[config.mk]
export PLATFORM = sky130hd
export DESIGN_NAME = sinc3_decim
export DESIGN_NICKNAME = d
export VERILOG_FILES = /design/src/rtl/sinc3_pkg.sv /design/src/rtl/sinc3_cfg_regs.sv /design/src/rtl/sinc3_cic_core.sv /design/src/rtl/sinc3_out_fmt.sv /design/src/rtl/sinc3_decim.sv
export SDC_FILE = /design/constraint.sdc
export NUM_CORES = 2
export LEC_CHECK = 0
export CORE_AREA = 8 8 253 255
export DETAILED_ROUTE_END_ITERATION = 8
export DIE_AREA = 0 0 261 263
export HOLD_SLACK_MARGIN = 0.05
export PLACE_DENSITY = 0.79
export SLEW_MARGIN = 20
export SYNTH_ARGS = -nofsm -noshare
export SYNTH_HDL_FRONTEND = slang
export SYNTH_SLANG_ARGS = --single-unit
[constraint.sdc]
create_clock -name clk -period 16.28 [get_ports clk]
set_input_delay 1.628 -clock clk [delete_from_list [all_inputs] [get_ports clk]]
set_output_delay 1.628 -clock clk [all_outputs]
set_load 0.01 [all_outputs]
[src/rtl/sinc3_pkg.sv]
package sinc3_pkg;
    localparam int CODE_W  = 12;
    localparam int REG_W   = 8;
    localparam int ACC_W   = 3 * CODE_W + 1;
    localparam int OUT_W   = 24;
    localparam int SHORT_W = 16;

    typedef logic [ACC_W-1:0]  acc_t;
    typedef logic [CODE_W-1:0] code_t;

    typedef struct packed {
        logic [REG_W-1:0] hi;
        logic [REG_W-1:0] lo;
    } cfg_st_t;

    typedef struct packed {
        acc_t       i1;
        acc_t       i2;
        acc_t       i3;
        acc_t       d1;
        acc_t       d2;
        acc_t       d3;
        code_t      cnt;
        logic [1:0] settle;
        acc_t       word;
        logic       valid;
    } core_st_t;
endpackage

[src/rtl/sinc3_cfg_regs.sv]
module sinc3_cfg_regs
    import sinc3_pkg::*;
#(
    parameter logic [REG_W-1:0] HI_RST  = 8'h01,
    parameter logic [REG_W-1:0] LO_RST  = 8'h40,
    parameter logic [REG_W-1:0] HI_MASK = 8'hDF
) (
    input  logic             clk,
    input  logic             rst_n,
    input  logic             we,
    input  logic             addr,
    input  logic [REG_W-1:0] wdata,
    output logic [REG_W-1:0] rdata,
    output code_t            code,
    output logic             unipolar,
    output logic             wlen24,
    output logic             sync_hold,
    output logic             code_chg
);
    localparam int HI_CODE_W = CODE_W - REG_W;

    cfg_st_t st_d, st_q;
    code_t   code_d;

    always_comb begin
        st_d = st_q;
        if (we) begin
            if (addr) st_d.hi = wdata & HI_MASK;
            else      st_d.lo = wdata;
        end
        code_d   = {st_d.hi[HI_CODE_W-1:0], st_d.lo};
        code_chg = (code_d != code);
    end

    always_ff @(posedge clk or negedge rst_n) begin
        if (!rst_n) begin
            st_q.hi <= HI_RST;
            st_q.lo <= LO_RST;
        end else begin
            st_q <= st_d;
        end
    end

    assign code      = {st_q.hi[HI_CODE_W-1:0], st_q.lo};
    assign unipolar  = st_q.hi[7];
    assign wlen24    = st_q.hi[6];
    assign sync_hold = st_q.hi[4];
    assign rdata     = addr ? st_q.hi : st_q.lo;

    assert_low_write_R2: assert property (@(posedge clk) disable iff (!rst_n)
        (we && !addr) |=> (code[REG_W-1:0] == $past(wdata)));
endmodule

[src/rtl/sinc3_cic_core.sv]
module sinc3_cic_core
    import sinc3_pkg::*;
(
    input  logic  clk,
    input  logic  rst_n,
    input  logic  mod_bit,
    input  logic  mod_en,
    input  logic  restart,
    input  code_t code,
    output logic  word_valid,
    output acc_t  word
);
    localparam logic [1:0] SETTLED = 2'd2;

    core_st_t st_d, st_q;
    acc_t     i1n, i2n, i3n, c1, c2, c3;
    logic     last_sample;

    always_comb begin
        st_d        = st_q;
        st_d.valid  = 1'b0;
        i1n         = st_q.i1 + acc_t'(mod_bit);
        i2n         = st_q.i2 + i1n;
        i3n         = st_q.i3 + i2n;
        c1          = i3n - st_q.d1;
        c2          = c1 - st_q.d2;
        c3          = c2 - st_q.d3;
        last_sample = (st_q.cnt == code - code_t'(1));
        if (restart) begin
            st_d        = '0;
            st_d.word   = st_q.word;
        end else if (mod_en) begin
            st_d.i1 = i1n;
            st_d.i2 = i2n;
            st_d.i3 = i3n;
            if (last_sample) begin
                st_d.cnt = '0;
                st_d.d1  = i3n;
                st_d.d2  = c1;
                st_d.d3  = c2;
                if (st_q.settle == SETTLED) begin
                    st_d.valid = 1'b1;
                    st_d.word  = c3;
                end else begin
                    st_d.settle = st_q.settle + 2'd1;
                end
            end else begin
                st_d.cnt = st_q.cnt + code_t'(1);
            end
        end
    end

    always_ff @(posedge clk or negedge rst_n) begin
        if (!rst_n) st_q <= '0;
        else        st_q <= st_d;
    end

    assign word_valid = st_q.valid;
    assign word       = st_q.word;

    assert_cnt_bound_R3: assert property (@(posedge clk) disable iff (!rst_n)
        st_q.cnt < code);
    assert_valid_after_sample_R3: assert property (@(posedge clk) disable iff (!rst_n)
        word_valid |-> $past(mod_en));
    assert_restart_quiet_R4: assert property (@(posedge clk) disable iff (!rst_n)
        restart |=> !word_valid);
endmodule

[src/rtl/sinc3_out_fmt.sv]
module sinc3_out_fmt
    import sinc3_pkg::*;
(
    input  acc_t             word,
    input  code_t            code,
    input  logic             unipolar,
    input  logic             wlen24,
    output logic [OUT_W-1:0] data
);
    localparam int FS_W   = 3 * CODE_W;
    localparam int LO_UNI = FS_W - OUT_W;
    localparam int LO_BIP = ACC_W - OUT_W;

    logic [7:0]       lz;
    logic [7:0]       sh;
    acc_t             cw, cube, bd;
    logic [OUT_W-1:0] r_uni, r_bip, r24;

    always_comb begin
        lz = 8'(CODE_W);
        for (int b = 0; b < CODE_W; b++) begin
            if (code[b]) lz = 8'(CODE_W - 1 - b);
        end
        sh    = lz * 8'd3;
        cw    = acc_t'(code);
        cube  = cw * cw * cw;
        bd    = (word << 1) - cube;
        r_uni = OUT_W'((word << sh) >> LO_UNI);
        r_bip = OUT_W'((bd << sh) >> LO_BIP);
        r_bip[OUT_W-1] = ~r_bip[OUT_W-1];
        r24   = unipolar ? r_uni : r_bip;
        data  = wlen24 ? r24 : OUT_W'(r24[OUT_W-1 -: SHORT_W]);
    end
endmodule

[src/rtl/sinc3_decim.sv]
module sinc3_decim
    import sinc3_pkg::*;
(
    input  logic             clk,
    input  logic             rst_n,
    input  logic             mod_bit,
    input  logic             mod_en,
    input  logic             sync_n,
    input  logic             chan_chg,
    input  logic             cfg_we,
    input  logic             cfg_addr,
    input  logic [REG_W-1:0] cfg_wdata,
    output logic [REG_W-1:0] cfg_rdata,
    output logic             word_valid,
    output logic [OUT_W-1:0] data_out
);
    code_t code;
    logic  unipolar, wlen24, sync_hold, code_chg, restart;
    acc_t  word;

    sinc3_cfg_regs u_regs (
        .clk       (clk),
        .rst_n     (rst_n),
        .we        (cfg_we),
        .addr      (cfg_addr),
        .wdata     (cfg_wdata),
        .rdata     (cfg_rdata),
        .code      (code),
        .unipolar  (unipolar),
        .wlen24    (wlen24),
        .sync_hold (sync_hold),
        .code_chg  (code_chg)
    );

    assign restart = !sync_n || sync_hold || chan_chg || code_chg;

    sinc3_cic_core u_core (
        .clk        (clk),
        .rst_n      (rst_n),
        .mod_bit    (mod_bit),
        .mod_en     (mod_en),
        .restart    (restart),
        .code       (code),
        .word_valid (word_valid),
        .word       (word)
    );

    sinc3_out_fmt u_fmt (
        .word     (word),
        .code     (code),
        .unipolar (unipolar),
        .wlen24   (wlen24),
        .data     (data_out)
    );

    assert_hold_quiet_R5: assert property (@(posedge clk) disable iff (!rst_n)
        (!sync_n || sync_hold) |=> !word_valid);
    assert_chan_quiet_R6: assert property (@(posedge clk) disable iff (!rst_n)
        chan_chg |=> !word_valid);
endmodule

==> impl_metrics.yaml <==
run_status:
  outcome: "finished clean"
job:
  cap_violations: 0
die:
  die-area_um2: 68640
  die_w_um: 261
  initial_core_util_pct: 65.06
  die_y_um: 263
  core_um2: 59910
  rows: 90
  io_pins: 49
synthesis:
  ys_async_sr_fraction_pct: 100.0
  synthesis.nets: 5347
  synthFlopType: "dfrtp_1"
  yosysUniqueCellTypes: 103
  synth_area_um2: 38970
  ys_ff_latch: 282
  synth-edff-count: 0
  synthCells: 4670
  syn_avg_cell_area_um2: 8.346
  yosysWarnings: 0
  ys_seq_area_share_pct: 18.11
clocking:
  clock_latency_ns: 0.60
  clkSinkCount: 282
  hold_buffers: 0
  clockBufferDepth: 3
  cts_tree: "built"
  cts_buffers: 31
  cts_root_buf: "clkbuf_16"
  clk_pin_slew_ns: 0.06
  htree_levels: 1
timing:
  post-route-min-period_ns: 15.55
  holdWs_ns: 0.4805
  worst_slew_pin_slew_ns: 1.123
  final-hold-violation-count: 0
  rsz0062_at_grt: "false"
  fin_worst_skew_ns: 0.03628
  maxSlewViolCount: 0
  max_freq_ghz: 0.06430
  finalSetupViolCount: 0
  tns_ns: 0
  relSlewSlack_pct: 24.63
  fin_crit_sh_pct: 95.52
setup_path:
  cp_top_family: "adder cells"
  crit_top_cell: "fa_1"
  slowest_stage: "fa_1"
  worstSetupPathType: "register to output port"
  reg2reg_from: "u_core.st_q[237]"
  rrSetupSlack_ns: 5.14
  cp_slowest_stage_delay_ns: 0.54
  crit_arrival_ns: 13.92
  worst-path-buf-inv: 8
  path_max_fanout: 33
  cp.required_ns: 14.65
  setup.worst_path.start_class: "register"
  startpoint: "u_regs.code[7]"
  endpoint_kind: "output port"
finish:
  syn_to_final_growth_pct: 5.538
  drive_above_1_share_pct: 4.608
  nets: 5256
  final_cell_area_um2: 41130
  n_antenna_cell: 0
  instances_no_fill: 5383
grt:
  grt_use_total_pct: 29.22
  grt_max_degree: 80
  grt_pass1_vias: 32520
  antenna_found_initial: 0
  grt_pass1_wl_mm: 165.4
  overflow: 0
place:
  dpl.hpwl_mm: 78.35
  dpl_cell_area_um2: 40010
  gp_congestion: 1.012
  dpl.cell_count: 5327
  port_buffers: 48
detailed_routing:
  antenna_left: 0
  vias: 32800
  avgRoutedWirePerCell_um: 18.92
  wl_mm: 101.8
  viasPerCell: 6.093
  firstDrtPassIters: 6
  drc: 0
  drt-initial-drc-count: 2397
hold_path:
  hp-start: "u_core.st_q[160]"
  hp-class: "register to register"
==> final cells by class <==
cell class / count / area, um^2
Multi-Input combinational cell: 3561 / 28870
Inverter: 604 / 2270
Fill cell: 4976 / 18770
Sequential cell: 282 / 7066
Clock inverter: 16 / 215.2
Clock buffer: 39 / 855.8
Timing Repair Buffer: 99 / 882.1
Tap cell: 782 / 978.4
==> flip-flops by register name, summed over array words and instances, names as in the netlist <==
signal             flops
u_core.word           36
u_regs.code           12
u_core.st_q          230
u_regs.sync_hold       1
u_regs.wlen24          1
u_regs.unipolar        1
u_core.word_valid      1
==> path summary, 6_finish.rpt <==
path,to,cells past startpoint
worst max register to register,u_core.word[35],53
max in group asynchronous,u_core.st_q[97],2
worst max-delay path,data_out[14],44
worst min register to register,u_core.st_q[160],2
worst min-delay path,u_core.st_q[160],2
min in group asynchronous,u_core.st_q[250],1
==> placed cells by master, fill, tap and decap left out, types with 113 or more instances in the layout <==
| master | n |
|---|---|
| a21oi_1 | 273 |
| ha_1 | 333 |
| nor2_1 | 351 |
| mux2i_1 | 147 |
| xnor2_1 | 179 |
| dfrtp_1 | 278 |
| o21ai_0 | 239 |
| inv_1 | 595 |
| and2_1 | 183 |
| fa_1 | 326 |
| xor2_1 | 113 |
| nand2_1 | 479 |
==> repair_timing <==
item,4_1_cts,5_1_grt
buffers inserted,0,0
resized for setup,0,4
setup endpoints to repair,0,16
==> kinds of logic after synthesis <==
group,after synthesis,share of synthesized area (%)
simple gates,1352,16.07
buf+inv,827,8.096
fa+ha+maj,661,27.52
xor+xnor,304,6.928
compound gates,1058,17.91
flops,282,18.11
mux,186,5.364
==> Yosys cell counts, types with 34 or more instances <==
master    number  share of area, %
o21bai_1      40              0.77
nand3_1       88               1.1
and3_1        53              0.85
o21ai_0      239               3.1
and2_1       184               3.0
a21o_1       111               2.1
nor2_1       353               3.4
fa_1         327                17
ha_1         334                11
inv_1        595               5.7
nor3_1        45              0.58
mux2i_1      147               3.8
a21oi_1      275               3.5
clkbuf_1     179               1.7
xnor2_1      185               4.2
a31oi_1       36              0.58
nand2_1      480               4.6
dfrtp_1      280                18
a22o_1        84               1.9
o211ai_1      34              0.65
xor2_1       115               2.6
==> layer usage <==
layer  global-route usage, %  up-vias  wire length [um]
met5                       0        -                 0
met4                   13.90        0              5499
met3                   3.683      289              5979
met2                   50.62     1056             50410
met1                   35.82    15930             39950
li1                        -    15520                 -
==> stage by stage <==
| step | utilization, % | setup slack [ns] |
|---|---|---|
| after floorplan | - | 2.836 |
| after global placement | 66.77 | 1.565 |
| after detailed placement | 66.78 | 1.247 |
| after CTS | 68.57 | 0.6874 |
| after global routing | 68.66 | 0.01995 |
| final | 68.66 | 0.7290 |
==> worst register-to-register path, delay by kind of cell (launching register included) <==
kind / cells / cell delay [ns]
flip-flops: 1 / 0.38
AND/OR/NAND/NOR: 13 / 1.92
adder cells (fa/ha/maj): 7 / 2.10
AO/OA/AOI/OAI: 26 / 5.21
XOR/XNOR: 7 / 1.36
Power is left out: the tool's default activity adds up to more than one toggle a clock period on the data nets, which glitch-free logic cannot reach.
